$ cat src/rtl/sdq_pkg.sv
package sdq_pkg;

  localparam int LANES = 2;

  // Map a raw latency code to an effective stage count in 1..maxc.
  function automatic int clamp_cl(input int raw, input int maxc);
    if (raw < 1) return 1;
    if (raw > maxc) return maxc;
    return raw;
  endfunction

  // A read lane drives the bus when a word is present and its mask is clear.
  function automatic logic lane_on(input logic vld, input logic msk);
    return vld & ~msk;
  endfunction

  // A write lane strobes when the write is valid, the clock runs, and the mask is clear.
  function automatic logic wr_lane(input logic vld, input logic en, input logic msk);
    return vld & en & ~msk;
  endfunction

endpackage

$ cat src/rtl/sdq_rd_delay.sv
module sdq_rd_delay #(
  parameter int DW     = 16,
  parameter int MAX_CL = 3,
  parameter int CLW    = $clog2(MAX_CL + 1)
) (
  input  logic           clk,
  input  logic           rst_n,
  input  logic           adv,
  input  logic           in_vld,
  input  logic [DW-1:0]  in_dat,
  input  logic [CLW-1:0] sel_cl,
  output logic           out_vld,
  output logic [DW-1:0]  out_dat
);

  logic [MAX_CL-1:0] vld_q;
  logic [DW-1:0]     dat_q [MAX_CL];

  genvar s;
  generate
    for (s = 0; s < MAX_CL; s++) begin : g_stage
      if (s == 0) begin : g_head
        always_ff @(posedge clk or negedge rst_n) begin
          if (!rst_n) begin
            vld_q[0] <= 1'b0;
            dat_q[0] <= '0;
          end else if (adv) begin
            vld_q[0] <= in_vld;
            dat_q[0] <= in_dat;
          end
        end
      end else begin : g_body
        always_ff @(posedge clk or negedge rst_n) begin
          if (!rst_n) begin
            vld_q[s] <= 1'b0;
            dat_q[s] <= '0;
          end else if (adv) begin
            vld_q[s] <= vld_q[s-1];
            dat_q[s] <= dat_q[s-1];
          end
        end
      end
    end
  endgenerate

  always_comb begin
    out_vld = 1'b0;
    out_dat = '0;
    for (int i = 0; i < MAX_CL; i++) begin
      if (int'(sel_cl) == i + 1) begin
        out_vld = vld_q[i];
        out_dat = dat_q[i];
      end
    end
  end

endmodule

$ cat src/rtl/sdq_mask_delay.sv
module sdq_mask_delay #(
  parameter int LANES = 2,
  parameter int LAT   = 2
) (
  input  logic             clk,
  input  logic             rst_n,
  input  logic             adv,
  input  logic [LANES-1:0] msk_in,
  output logic [LANES-1:0] msk_out
);

  genvar l;
  generate
    for (l = 0; l < LANES; l++) begin : g_lane
      logic [LAT-1:0] sh;
      if (LAT == 1) begin : g_one
        always_ff @(posedge clk or negedge rst_n) begin
          if (!rst_n)   sh <= '0;
          else if (adv) sh <= msk_in[l];
        end
      end else begin : g_many
        always_ff @(posedge clk or negedge rst_n) begin
          if (!rst_n)   sh <= '0;
          else if (adv) sh <= {sh[LAT-2:0], msk_in[l]};
        end
      end
      assign msk_out[l] = sh[LAT-1];
    end
  endgenerate

endmodule

$ cat src/rtl/sdq_wr_gate.sv
module sdq_wr_gate #(
  parameter int DW    = 16,
  parameter int LANES = 2
) (
  input  logic             wr_vld,
  input  logic             en,
  input  logic [DW-1:0]    wr_word,
  input  logic [LANES-1:0] msk,
  output logic [DW-1:0]    wr_data,
  output logic [LANES-1:0] wr_be
);

  assign wr_data = wr_word;

  genvar l;
  generate
    for (l = 0; l < LANES; l++) begin : g_be
      assign wr_be[l] = sdq_pkg::wr_lane(wr_vld, en, msk[l]);
    end
  endgenerate

endmodule

$ cat src/rtl/sdq_out_path.sv
module sdq_out_path #(
  parameter int DW       = 16,
  parameter int MAX_CL   = 3,
  parameter int MASK_LAT = 2,
  parameter int CLW      = $clog2(MAX_CL + 1)
) (
  input  logic           clk,
  input  logic           rst_n,
  input  logic           cke,
  input  logic [CLW-1:0] cas_lat,
  input  logic           rd_vld,
  input  logic [DW-1:0]  rd_word,
  input  logic           wr_vld,
  input  logic [DW-1:0]  wr_word,
  input  logic           mask_lo,
  input  logic           mask_hi,
  output logic [DW-1:0]  dq_o,
  output logic [1:0]     dq_oe,
  output logic [DW-1:0]  arr_wr_data,
  output logic [1:0]     arr_wr_be
);

  localparam int LANES = sdq_pkg::LANES;

  // Named internal events, visible to the bound checker.
  logic [CLW-1:0]   cl_eff;
  logic [LANES-1:0] mask_now;
  logic [LANES-1:0] rmask_dly;
  logic             rd_out_vld;
  logic [DW-1:0]    rd_out_dat;

  assign cl_eff   = CLW'(sdq_pkg::clamp_cl(int'(cas_lat), MAX_CL));
  assign mask_now = {mask_hi, mask_lo};

  sdq_rd_delay #(.DW(DW), .MAX_CL(MAX_CL), .CLW(CLW)) u_rd (
    .clk     (clk),
    .rst_n   (rst_n),
    .adv     (cke),
    .in_vld  (rd_vld),
    .in_dat  (rd_word),
    .sel_cl  (cl_eff),
    .out_vld (rd_out_vld),
    .out_dat (rd_out_dat)
  );

  sdq_mask_delay #(.LANES(LANES), .LAT(MASK_LAT)) u_msk (
    .clk     (clk),
    .rst_n   (rst_n),
    .adv     (cke),
    .msk_in  (mask_now),
    .msk_out (rmask_dly)
  );

  sdq_wr_gate #(.DW(DW), .LANES(LANES)) u_wr (
    .wr_vld  (wr_vld),
    .en      (cke),
    .wr_word (wr_word),
    .msk     (mask_now),
    .wr_data (arr_wr_data),
    .wr_be   (arr_wr_be)
  );

  assign dq_o = rd_out_dat;

  genvar l;
  generate
    for (l = 0; l < LANES; l++) begin : g_oe
      assign dq_oe[l] = sdq_pkg::lane_on(rd_out_vld, rmask_dly[l]);
    end
  endgenerate

endmodule

$ cat config.mk
export PLATFORM = sky130hd
export DESIGN_NAME = sdq_out_path
export DESIGN_NICKNAME = d
export VERILOG_FILES = /design/src/rtl/sdq_pkg.sv /design/src/rtl/sdq_rd_delay.sv /design/src/rtl/sdq_mask_delay.sv /design/src/rtl/sdq_wr_gate.sv /design/src/rtl/sdq_out_path.sv
export SDC_FILE = /design/constraint.sdc
export NUM_CORES = 1
export LEC_CHECK = 0
export ABC_AREA = 0
export ABC_CLOCK_PERIOD_IN_PS = 2000
export BUFFER_PORTS_ARGS = -buffer_cell sky130_fd_sc_hd__buf_2
export CAP_MARGIN = 25
export CORE_MARGIN = 10
export CORE_UTILIZATION = 56
export DETAILED_ROUTE_END_ITERATION = 16
export PLACE_DENSITY = 0.84
export SYNTH_ARGS = -nofsm -noshare
export SYNTH_HDL_FRONTEND = slang
export SYNTH_SLANG_ARGS = --single-unit
$ cat constraint.sdc
create_clock -name clk -period 2 [get_ports clk]
set_clock_uncertainty 0.15 [all_clocks]
set_input_delay 0.3 -clock clk [delete_from_list [all_inputs] [get_ports clk]]
set_output_delay 0.3 -clock clk [all_outputs]
set_load 0.05 [all_outputs]
### Yosys cells after proc, flatten, opt, wreduce, memory -nomap -nowiden

Index checks and enable logic that the tools add are counted.

| word-level totals | value |
|---|---|
| bits in registers | 55 |
| bits in latches | 0 |
| memory bits (writable) | 0 |
| memory bits (read-only) | 0 |
| bits of input ports | 41 |
| output and inout bits | 36 |
| logic and storage cells | 30 |
| memories kept | 0 |

| operators by class | value |
|---|---|
| add/subtract/negate cells | 0 |
| multipliers | 0 |
| div/mod/pow operators | 0 |
| order comparisons | 1 |
| equal/unequal tests | 3 |
| shift operators | 0 |
| multiplexer cells | 9 |
| bitwise gates (word level) | 9 |
| reduce and logical (&&, ||, !) cells | 0 |

Operator list:

| cell | count |
|---|---|
| $mux W16 | 3 |
| $and A1 B1 Y1 | 5 |
| $mux W1 | 5 |
| $eq A2 B2 Y1 const B | 2 |
| $not A1 Y1 | 4 |
| $eq A2 B1 Y1 const B | 1 |
| $lt A2 B1 Y1 const B | 1 |
| $mux W2 | 1 |

### Logic depth before layout (Yosys ltp)

Gate-level depths: netlist (run 1).

| logic depth | value |
|---|---|
| depth after elaboration | 8 |
| depth in mapped cells | 4 |
| gate-level depth less buffers | 2 |

### Modules after synthesis

Synthesis (run 1) repeated with hierarchy kept, for this count alone.

| second synthesis, totals | value |
|---|---|
| cells, all modules | 181 |
| area total of the unflattened synthesis | 2,670.1 µm² |

Modules (own cells, without submodules):

| module | times used | cells an instance | area each (µm²) | seq. area each (µm²) |
|---|---|---|---|---|
| sdq_rd_delay | 1 | 149 | 2,334.7 | 1,276.2 |
| sdq_mask_delay | 1 | 10 | 160.2 | 100.1 |
| sdq_wr_gate | 1 | 18 | 137.6 | 0.0 |
| sdq_out_path | 1 | 4 | 37.5 | 0.0 |

### Worst setup path after synthesis (run 1)

OpenSTA, ideal clock, no wires.

| timing | value |
|---|---|
| path kind | input to output |
| from | in cas_lat[0] |
| to | out dq_oe[0] |
| arrival time | 1.776 ns |
| setup slack | -0.226 ns |
| stages on the path | 3 |
| path buffers | 1 |
| path through | buf_6 mux2i_1 a211oi_1 |

| between the ends | value |
|---|---|
| longest elaborated chain between the ends | 8 |
| elaborated cells between the ends (all ways) | 11 |

RTL lines:

| element | RTL line | text |
|---|---|---|
| from (decl) | sdq_out_path.sv:10 | `input logic [CLW-1:0] cas_lat,` |
| $lt A2 B1 Y1 | sdq_pkg.sv:7 | `if (raw < 1) return 1;` |
| $mux W1 | sdq_pkg.sv:7 |  |
| $mux W2 * | sdq_pkg.sv:8 | `if (raw > maxc) return maxc;` |
| $eq A2 B2 Y1 | sdq_rd_delay.sv:50 | `if (int'(sel_cl) == i + 1) begin` |
| $mux W1 (2 in a row) | sdq_rd_delay.sv:50 |  |
| $mux W1 * | sdq_rd_delay.sv:50 |  |
| $and A1 B1 Y1 * | sdq_pkg.sv:14 | `return vld & ~msk;` |
| to (decl) | sdq_out_path.sv:18 | `output logic [1:0] dq_oe,` |

Every way passes the cells marked *; elsewhere a longest branch is shown, timed or not.

### Worst setup path in the final report (run 1)

| timing | value |
|---|---|
| from | reg u_rd.vld_q[1] |
| to | out dq_oe[0] |

| between the ends | value |
|---|---|
| longest elaborated chain between the ends | 3 |

RTL lines:

| element | RTL line | text |
|---|---|---|
| from (decl) | sdq_rd_delay.sv:16 | `logic [MAX_CL-1:0] vld_q;` |
| from (signal, indexed assignment) | sdq_rd_delay.sv:38 | `vld_q[s] <= vld_q[s-1];` |
| $mux W1 (2 in a row) | sdq_rd_delay.sv:50 |  |
| $and A1 B1 Y1 | sdq_pkg.sv:14 |  |

No other way between the ends.

==> flow_summary.json, run 1 <==
{
  "num_rows": 25,
  "critPathLaunchType": "register",
  "switching_power_w": 0.000854,
  "synth-simple-area-share": 0.0277,
  "cts_tree": "built",
  "synth_edf_count": 0,
  "critPathRequiredTime_ns": 1.55,
  "htreeDepth": 2,
  "viasPerCell": 5.31,
  "fp.dieW_um": 89.6,
  "num_vias": 1482,
  "ys_seq_area_frac": 0.508,
  "clock_latency_ns": 0.31,
  "yosys-top-cells-count": "dfrtp_1 (55), mux2_4 (39), nor2_1 (19), mux2i_1 (17)",
  "drt-wirelength-per-cell_um": 17.0,
  "finalCriticalPeriod_ns": 1.75,
  "drv_slew": 0,
  "grt-ovfl-total": 0,
  "p_sw_frac": 0.308,
  "synth_nets": 234,
  "synth.largest_area_cell": "dfrtp_1",
  "path_class": "reg2out",
  "place_ws_ns": 0.295,
  "antenna_found_initial": 0,
  "dieArea_um2": 8020,
  "met2_usage": 0.183,
  "cap_violations": 0,
  "syn_area_um2": 2710,
  "setup_violations": 0,
  "clockBufferDepth": 2,
  "pwr-share-seq": 0.502,
  "drt_iter0_drc": 38,
  "intPower_w": 0.00192,
  "arrival_ns": 1.30,
  "fmax_mhz": 571,
  "core_um2": 4690,
  "hp-class": "in2reg",
  "layout-drive-gt1-share": 0.502,
  "yosysMostFrequentCell": "dfrtp_1",
  "endpoint_kind": "output port",
  "combPwrFrac": 0.257,
  "utilization": 0.633,
  "ant_nets": 0,
  "status": "completed",
  "die_h_um": 89.6,
  "syn2layout_area_growth_pct": 9.65,
  "synth_xor_area_frac": 0,
  "diodes": 0,
  "synth_top_area_share": 0.508,
  "synthAdderAreaFrac": 0,
  "grt-busiest-layer": "met2",
  "setup_tns_ns": 0,
  "cts-buffers-inserted": 5,
  "numPortBuffers": 44,
  "hold_viol": 0,
  "tightest_slew_ns": 0.467,
  "grt_start_max_net_pins": 37,
  "io_pins": 77,
  "synthFlopType": "dfrtp_1",
  "dp_hpwl_um": 3380,
  "grt_setup_unrepaired": "no",
  "period_share": 0.875,
  "grt_util_all_layers": 0.127,
  "synth_compound_area_frac": 0.0351,
  "grt_pass1_vias": 1623,
  "cts_sinks": 55,
  "cts-root-buf": "clkbuf_8",
  "postCtsSetupBuffers": 0,
  "start_util": 0.577,
  "syn_area_per_cell_um2": 14.0,
  "syn_inst": 193,
  "yosys_warnings": 0,
  "synth_top_family_by_area": "multiplexers",
  "grt_pass1_wl_um": 7940,
  "dr.pass1.iters": 4,
  "ys_async_sr_fraction": 1.00,
  "fin_nets": 265,
  "grtUsageMet1": 0.167,
  "worst_slack_ns": 0.249,
  "powerDensity_nw_per_um2": 934,
  "peakVddDrop_mv": 0.523,
  "timing.slew.headroom": 0.689,
  "muxShareOfSynthArea": 0.345,
  "gp_congestion": 0.795,
  "use_met3": 0.0547,
  "wirelength_um": 4740,
  "drc_errors": 0,
  "pwr-share-clk": 0.241,
  "synth_cell_types": 13,
  "cp_max_fo": 3,
  "ys_ff_latch": 55,
  "path_clk_slew_ns": 0.09,
  "synth_area_leaders": "dfrtp_1 (51%), mux2_4 (22%), mux2_2 (6.7%)",
  "leakage_nw": 1.47
}
## through the flow
step | instance area, um^2 | total power [W] | hold WS (ns) | instances
after floorplan | 2710 | 0.00204 | -0.146 | 193
after global placement | 2860 | 0.00211 | 0.125 | 270
after detailed placement | 2860 | 0.00213 | 0.134 | 270
after CTS | 2970 | 0.00280 | 0.0520 | 279
after global routing | 2970 | 0.00291 | 0.0426 | 279
final | 2970 | 0.00277 | 0.0597 | 279
## path summary, 6_finish.rpt
kind / from / to / slack [ns] / cells past startpoint
worst max-delay path: u_rd.vld_q[1] / dq_oe[0] / 0.25 / 3
worst min-delay path: rd_word[9] / u_rd.dat_q[41] / 0.06 / 2
worst max register to register: u_rd.dat_q[23] / u_rd.dat_q[23] / 1.05 / 1
worst min register to register: u_rd.dat_q[12] / u_rd.dat_q[12] / 0.37 / 1
max in group asynchronous: rst_n / u_rd.dat_q[6] / 0.84 / 3
min in group asynchronous: rst_n / u_rd.dat_q[43] / 0.32 / 2
## flip-flops by register name, summed over array words and instances, names as in the netlist
signal	flops
u_rd.dat_q	48
u_rd.vld_q	3
u_msk.g_lane.sh	4
## routing by layer
layer  vias to the layer above  routed length (um)
met4                         0                  72
met3                         8                 326
met1                       722                2260
li1                        710                   -
met2                        42                2080
met5                         -                   0
## critical path, cell delays in order, from the launching register on
cell and delay (ns):
dfrtp_1 0.38, mux2i_1 0.10, a211oi_1 0.22, buf_2 0.29
## cells by family (layout without fill, tap and decap cells)
logic type,count (synthesis),in the layout
buf+inv,28,60
flops,55,55
mux,72,72
compound gates,18,18
simple gates,20,20
## placed cells by master, fill, tap and decap left out, drive strengths merged
| master | n |
|---|---|
| dlygate4sd3 | 1 |
| mux2 | 55 |
| a211oi | 2 |
| nor2 | 19 |
| a21oi | 16 |
| mux2i | 17 |
| nand2 | 1 |
| dfrtp | 55 |
| clkbuf | 8 |
| buf | 51 |
## cell type report
type,count,area (um^2)
clock buffer,8,100
timing repair buffer,52,320
tap,54,67.6
sequential,55,1380
fill,367,1720
multi-input combinational,110,1110
## power by group through the flow
stage | clock network (W) | logic [W] | registers (W)
after floorplan | 0 | 0.000664 | 0.00137
after global placement | 0 | 0.000709 | 0.00140
after CTS | 0.000687 | 0.000725 | 0.00139
after detailed placement | 0 | 0.000721 | 0.00141
final | 0.000670 | 0.000712 | 0.00139
after global routing | 0.000735 | 0.000764 | 0.00141
## timing repair
item / 4_1_cts / 5_1_grt
endpoints found under the hold margin: 19 / 0
hold buffers: 1 / 0
resized for setup: 0 / 0
No activity file was read; power rests on OpenSTA's default activity.
==> run 2, diff against run 1 <==
--- a/config.mk
+++ b/config.mk
@@ -12,7 +12,9 @@
 export CORE_MARGIN = 10
 export CORE_UTILIZATION = 56
 export DETAILED_ROUTE_END_ITERATION = 16
+export HOLD_SLACK_MARGIN = 0.12
 export PLACE_DENSITY = 0.84
+export RECOVER_POWER = 25
 export SYNTH_ARGS = -nofsm -noshare
 export SYNTH_HDL_FRONTEND = slang
 export SYNTH_SLANG_ARGS = --single-unit
==> run 2 against run 1 <==
Effect of this change:
- flip-flop and latch count stayed put
- setup slack worse by 0.023 ns
- wire length is 5.3% higher
- core utilization is 3.8 points higher
- clock power is 0.7% lower
- first-iteration DRC count is 24% higher
- power is 0.67% higher
- count of clock-buffer cells in the layout stayed put
- critical endpoint is now arr_wr_be[0]
==> flow_summary.json, run 2 (synthesis results as in run 1) <==
{
  "drv_slew": 0,
  "finalCriticalPeriod_ns": 1.77,
  "gp_congestion": 0.795,
  "drc_errors": 0,
  "io_pins": 77,
  "met2_usage": 0.201,
  "critPathRequiredTime_ns": 1.55,
  "reg_top3": "u_rd.dat_q: 48 flops, u_msk.g_lane.sh: 4 flops, u_rd.vld_q: 3 flops",
  "grt_util_all_layers": 0.136,
  "multiInputGateArea_um2": 1090,
  "core_um2": 4690,
  "arrival_ns": 1.32,
  "grt-busiest-layer": "met2",
  "tightest_slew_ns": 1.13,
  "cts_repair_resize_count": 0,
  "layout_commonest_cell": "dfrtp_1",
  "final_cell_mix": "dfrtp_1 (55), buf_2 (43), mux2_4 (36)",
  "clock_latency_ns": 0.31,
  "drt_iter0_drc": 47,
  "setup_violations": 0,
  "dr.pass1.iters": 2,
  "fin_nets": 284,
  "seqCellArea_um2": 1380,
  "powerDensity_nw_per_um2": 887,
  "cp_max_fo": 2,
  "layout-drive-gt1-share": 0.447,
  "cts-root-buf": "clkbuf_8",
  "p_total_w": 0.00279,
  "grt-ovfl-total": 0,
  "use_met3": 0.0574,
  "hold_viol": 0,
  "die_h_um": 89.6,
  "dp_hpwl_um": 3380,
  "num_rows": 25,
  "utilization": 0.671,
  "leakage_nw": 1.53,
  "critPathLaunchType": "input pin",
  "fmax_mhz": 564,
  "cap_violations": 0,
  "largest_reg_flops": 48,
  "grt_pass1_vias": 1745,
  "antenna_found_initial": 0,
  "cts_sinks": 55,
  "drt-wirelength-per-cell_um": 16.8,
  "dieArea_um2": 8020,
  "worst_slack_ns": 0.226,
  "clockBufferDepth": 2,
  "start_util": 0.577,
  "fp.dieW_um": 89.6,
  "period_share": 0.887,
  "grt_pass1_wl_um": 8490,
  "numPortBuffers": 44,
  "timing.slew.headroom": 0.248,
  "endpoint_kind": "output port",
  "n_fill_cell": 342,
  "largest_register": "u_rd.dat_q",
  "num_vias": 1568,
  "hold-worst-slack_ns": 0.293,
  "ant_nets": 0,
  "wirelength_um": 4990,
  "peakVddDrop_mv": 0.514,
  "cts-buffers-inserted": 5,
  "grt_setup_unrepaired": "no",
  "status": "completed",
  "path_clk_slew_ns": 0.09,
  "grt_start_max_net_pins": 37,
  "syn2layout_area_growth_pct": 16.2,
  "htreeDepth": 2,
  "grtUsageMet1": 0.174,
  "hp-class": "in2reg",
  "place_ws_ns": 0.295,
  "viasPerCell": 5.26,
  "cts_tree": "built",
  "path_class": "in2out",
  "diodes": 0
}
==> run 2: cell count changes in the layout (fill, tap and decap cells not counted) <==
| cell | change |
|---|---|
| buf_2 | -1 |
| clkbuf_1 | +1 |
| dlygate4sd3_1 | +19 |
| mux2_1 | +3 |
| mux2_4 | -3 |
==> run 2: cell type report <==
type / count / share of cell area
clock buffer: 8 / 0.0318
multi-input combinational: 110 / 0.348
sequential: 55 / 0.437
tap: 54 / 0.0215
timing repair buffer: 71 / 0.162
==> run 2: critical path, stage by stage <==
cell           delay (ns)
dlygate4sd3_1        0.54
buf_2                0.13
nor2_1               0.09
buf_2                0.27
==> run 2: worst paths after layout <==
| check | slack (ns) | cells past startpoint | end | start |
|---|---|---|---|---|
| worst min register to register | 0.35 | 1 | u_rd.dat_q[15] | u_rd.dat_q[15] |
| worst max-delay path | 0.23 | 4 | arr_wr_be[0] | mask_lo |
| max in group asynchronous | 0.38 | 3 | u_rd.dat_q[7] | rst_n |
| min in group asynchronous | 0.57 | 2 | u_rd.dat_q[46] | rst_n |
| worst max register to register | 1.03 | 1 | u_rd.vld_q[1] | u_rd.vld_q[0] |
| worst min-delay path | 0.29 | 2 | u_rd.dat_q[47] | cke |
==> run 2: stage by stage <==
stage / std cells / setup TNS, ns / instance area, um^2
finish: 298 / 0 / 3150
detailed placement: 270 / 0 / 2860
global route: 298 / 0 / 3150
global placement: 270 / 0 / 2860
floorplan: 193 / -0.452 / 2710
CTS: 298 / 0 / 3160
==> run 2: timing repair <==
| action | in CTS | in global routing |
|---|---|---|
| buffers inserted | 0 | 0 |
| endpoints found under the hold margin | 38 | 0 |
| hold buffers | 20 | 0 |
==> run 2: layer usage <==
metal  up-vias  part of all wire
li1        750                 -
met1       772              0.45
met2        40              0.47
met3         6             0.074
met4         0            0.0094
met5         -                 0
==> run 2: report_power, final <==
group          switching (W)  internal [W]
clock network       0.000349      0.000317
registers           0.000114       0.00128
logic               0.000394      0.000343
total               0.000857       0.00194
==> run 3, diff against run 2 <==
--- a/config.mk
+++ b/config.mk
@@ -10,11 +10,12 @@
 export BUFFER_PORTS_ARGS = -buffer_cell sky130_fd_sc_hd__buf_2
 export CAP_MARGIN = 25
 export CORE_MARGIN = 10
-export CORE_UTILIZATION = 56
+export CORE_UTILIZATION = 55
 export DETAILED_ROUTE_END_ITERATION = 16
 export HOLD_SLACK_MARGIN = 0.12
-export PLACE_DENSITY = 0.84
+export PLACE_DENSITY = 0.83
 export RECOVER_POWER = 25
+export SLEW_MARGIN = 40
 export SYNTH_ARGS = -nofsm -noshare
 export SYNTH_HDL_FRONTEND = slang
 export SYNTH_SLANG_ARGS = --single-unit
==> run 3 against run 2 <==
Effect of this change:
- maximum frequency rose by 0.39%
- flip-flop and latch count is the same
- die area rose by 1.4%
- sequential share of layout area shrank 0.12 points
- cell count is 4.7% higher
- combinational power about the same
- setup slack better by 0.0069 ns
- design area grew 0.28%
- power up 1.4%
- wire length is 0.84% higher
- via count shrank 1.8%
- highest routed layer unchanged
==> flow_summary.json, run 3 (synthesis results as in run 1) <==
{
  "critPathTopFamily": "buffers and inverters",
  "numPortBuffers": 44,
  "dr.pass1.iters": 4,
  "largest_register": "u_rd.dat_q",
  "pwr-share-clk": 0.250,
  "final_cell_mix": "dfrtp_1 (55), buf_2 (44), mux2_4 (39)",
  "grt_util_all_layers": 0.131,
  "clock_latency_ns": 0.30,
  "intPower_w": 0.00199,
  "largest_reg_flops": 48,
  "pwr-share-seq": 0.490,
  "path_class": "in2out",
  "dieArea_um2": 8130,
  "start_util": 0.570,
  "peakVddDrop_mv": 0.486,
  "p_total_w": 0.00283,
  "endpoint_kind": "output port",
  "core_um2": 4750,
  "cp_max_fo": 2,
  "place_area_um2": 2870,
  "switching_power_w": 0.000843,
  "grt_start_max_net_pins": 56,
  "io_pins": 77,
  "num_rows": 25,
  "arrival_ns": 1.32,
  "rrSetupSlack_ns": 1.05,
  "combPwrFrac": 0.260,
  "antenna_found_initial": 0,
  "syn2layout_area_growth_pct": 16.5,
  "worst_slack_ns": 0.233,
  "diodes": 0,
  "num_vias": 1540,
  "crit_path_cell_trace": "dlygate4sd3_1 > buf_2 > nor2_1 > buf_2",
  "grt_pass1_vias": 1787,
  "drt_iter0_drc": 38,
  "dp_hpwl_um": 3430,
  "critPathRequiredTime_ns": 1.55,
  "clockBufferDepth": 2,
  "wirelength_um": 5040,
  "fin_nets": 286,
  "tightest_slew_ns": 0.727,
  "period_share": 0.884,
  "viasPerCell": 4.94,
  "fmax_mhz": 566,
  "path_clk_slew_ns": 0.08,
  "fp.dieW_um": 90.2,
  "critPathLaunchType": "input pin",
  "drt-wirelength-per-cell_um": 16.1,
  "cts_sinks": 55,
  "path_buf_inv": 3,
  "layout-drive-gt1-share": 0.465,
  "grt_setup_unrepaired": "no",
  "setup_violations": 0,
  "crit_slowest_cell": "dlygate4sd3_1",
  "reg_top3": "u_rd.dat_q: 48 flops, u_msk.g_lane.sh: 4 flops, u_rd.vld_q: 3 flops",
  "place_ws_ns": 0.305,
  "final_area_um2": 3160,
  "cts_tree": "built",
  "gp_congestion": 0.708,
  "layout_commonest_cell": "dfrtp_1",
  "ant_nets": 0,
  "grt-ovfl-total": 0,
  "status": "completed",
  "die_h_um": 90.2,
  "drv_slew": 0,
  "n_fill_cell": 365,
  "max_stage_delay_ns": 0.53,
  "hold_viol": 0,
  "p_sw_frac": 0.298,
  "cts-root-buf": "clkbuf_8",
  "drc_errors": 0,
  "grt_pass1_wl_um": 8850,
  "timing.slew.headroom": 0.515,
  "critPathMostFrequentCell": "buf_2",
  "finalCriticalPeriod_ns": 1.77,
  "cts-buffers-inserted": 5,
  "powerDensity_nw_per_um2": 897,
  "leakage_nw": 1.54,
  "cap_violations": 0,
  "htreeDepth": 2,
  "hp-class": "reg2reg"
}
-- run 3: changes by cell type in the layout (fill, tap and decap cells not counted) --
cell,delta
bufinv_16,+1
clkbuf_8,-2
buf_4,+3
mux2_1,-3
clkbuf_4,+1
mux2_4,+3
buf_12,-3
buf_2,+1
clkinvlp_4,+1
clkbuf_1,-1
-- run 3: worst paths after layout --
check                           cells past startpoint              to           start
worst min register to register                      1  u_rd.dat_q[11]  u_rd.dat_q[11]
max in group asynchronous                           3  u_rd.dat_q[19]           rst_n
worst max-delay path                                4    arr_wr_be[0]         mask_lo
min in group asynchronous                           3  u_rd.dat_q[42]           rst_n
worst min-delay path                                1  u_rd.dat_q[11]  u_rd.dat_q[11]
worst max register to register                      1  u_rd.dat_q[38]  u_rd.dat_q[38]
-- run 3: what timing repair did --
item	4_1_cts	5_1_grt
hold buffers	20	0
resized for setup	0	0
hold endpoints to repair	74	0
buffers inserted	0	0
-- run 3: power by group through the flow --
stage / Clock [W] / Combinational (W) / Sequential (W)
floorplan: 0 / 0.000664 / 0.00137
detailed placement: 0 / 0.000719 / 0.00141
global placement: 0 / 0.000707 / 0.00140
finish: 0.000707 / 0.000737 / 0.00139
CTS: 0.000733 / 0.000751 / 0.00139
global route: 0.000780 / 0.000796 / 0.00141
-- run 3: per-layer routing --
layer  wire length [um]  vias up  part of all wire  global-route usage
li1                   -      752                 -                   -
met1               2300      732              0.46               0.161
met2               2390       48              0.47               0.208
met3                286        8             0.057              0.0449
met4                 64        0             0.013              0.0477
met5                  0        -                 0                   0
-- run 3: layout make-up --
type / instances / area, um^2 / share of cell area
Timing Repair Buffer: 73 / 484 / 0.153
Sequential cell: 55 / 1380 / 0.436
Clock inverter: 2 / 37.5 / 0.0119
Clock buffer: 5 / 68.8 / 0.0218
Tap cell: 67 / 83.8 / 0.0266
Multi-Input combinational cell: 110 / 1110 / 0.350
-- run 3: stage by stage --
step,std cells,hold WS [ns],setup TNS [ns],util
after floorplan,193,-0.146,-0.452,-
after global placement,285,0.168,0,0.603
after detailed placement,285,0.170,0,0.603
after CTS,312,0.370,0,0.667
after global routing,312,0.384,0,0.664
final,312,0.368,0,0.664
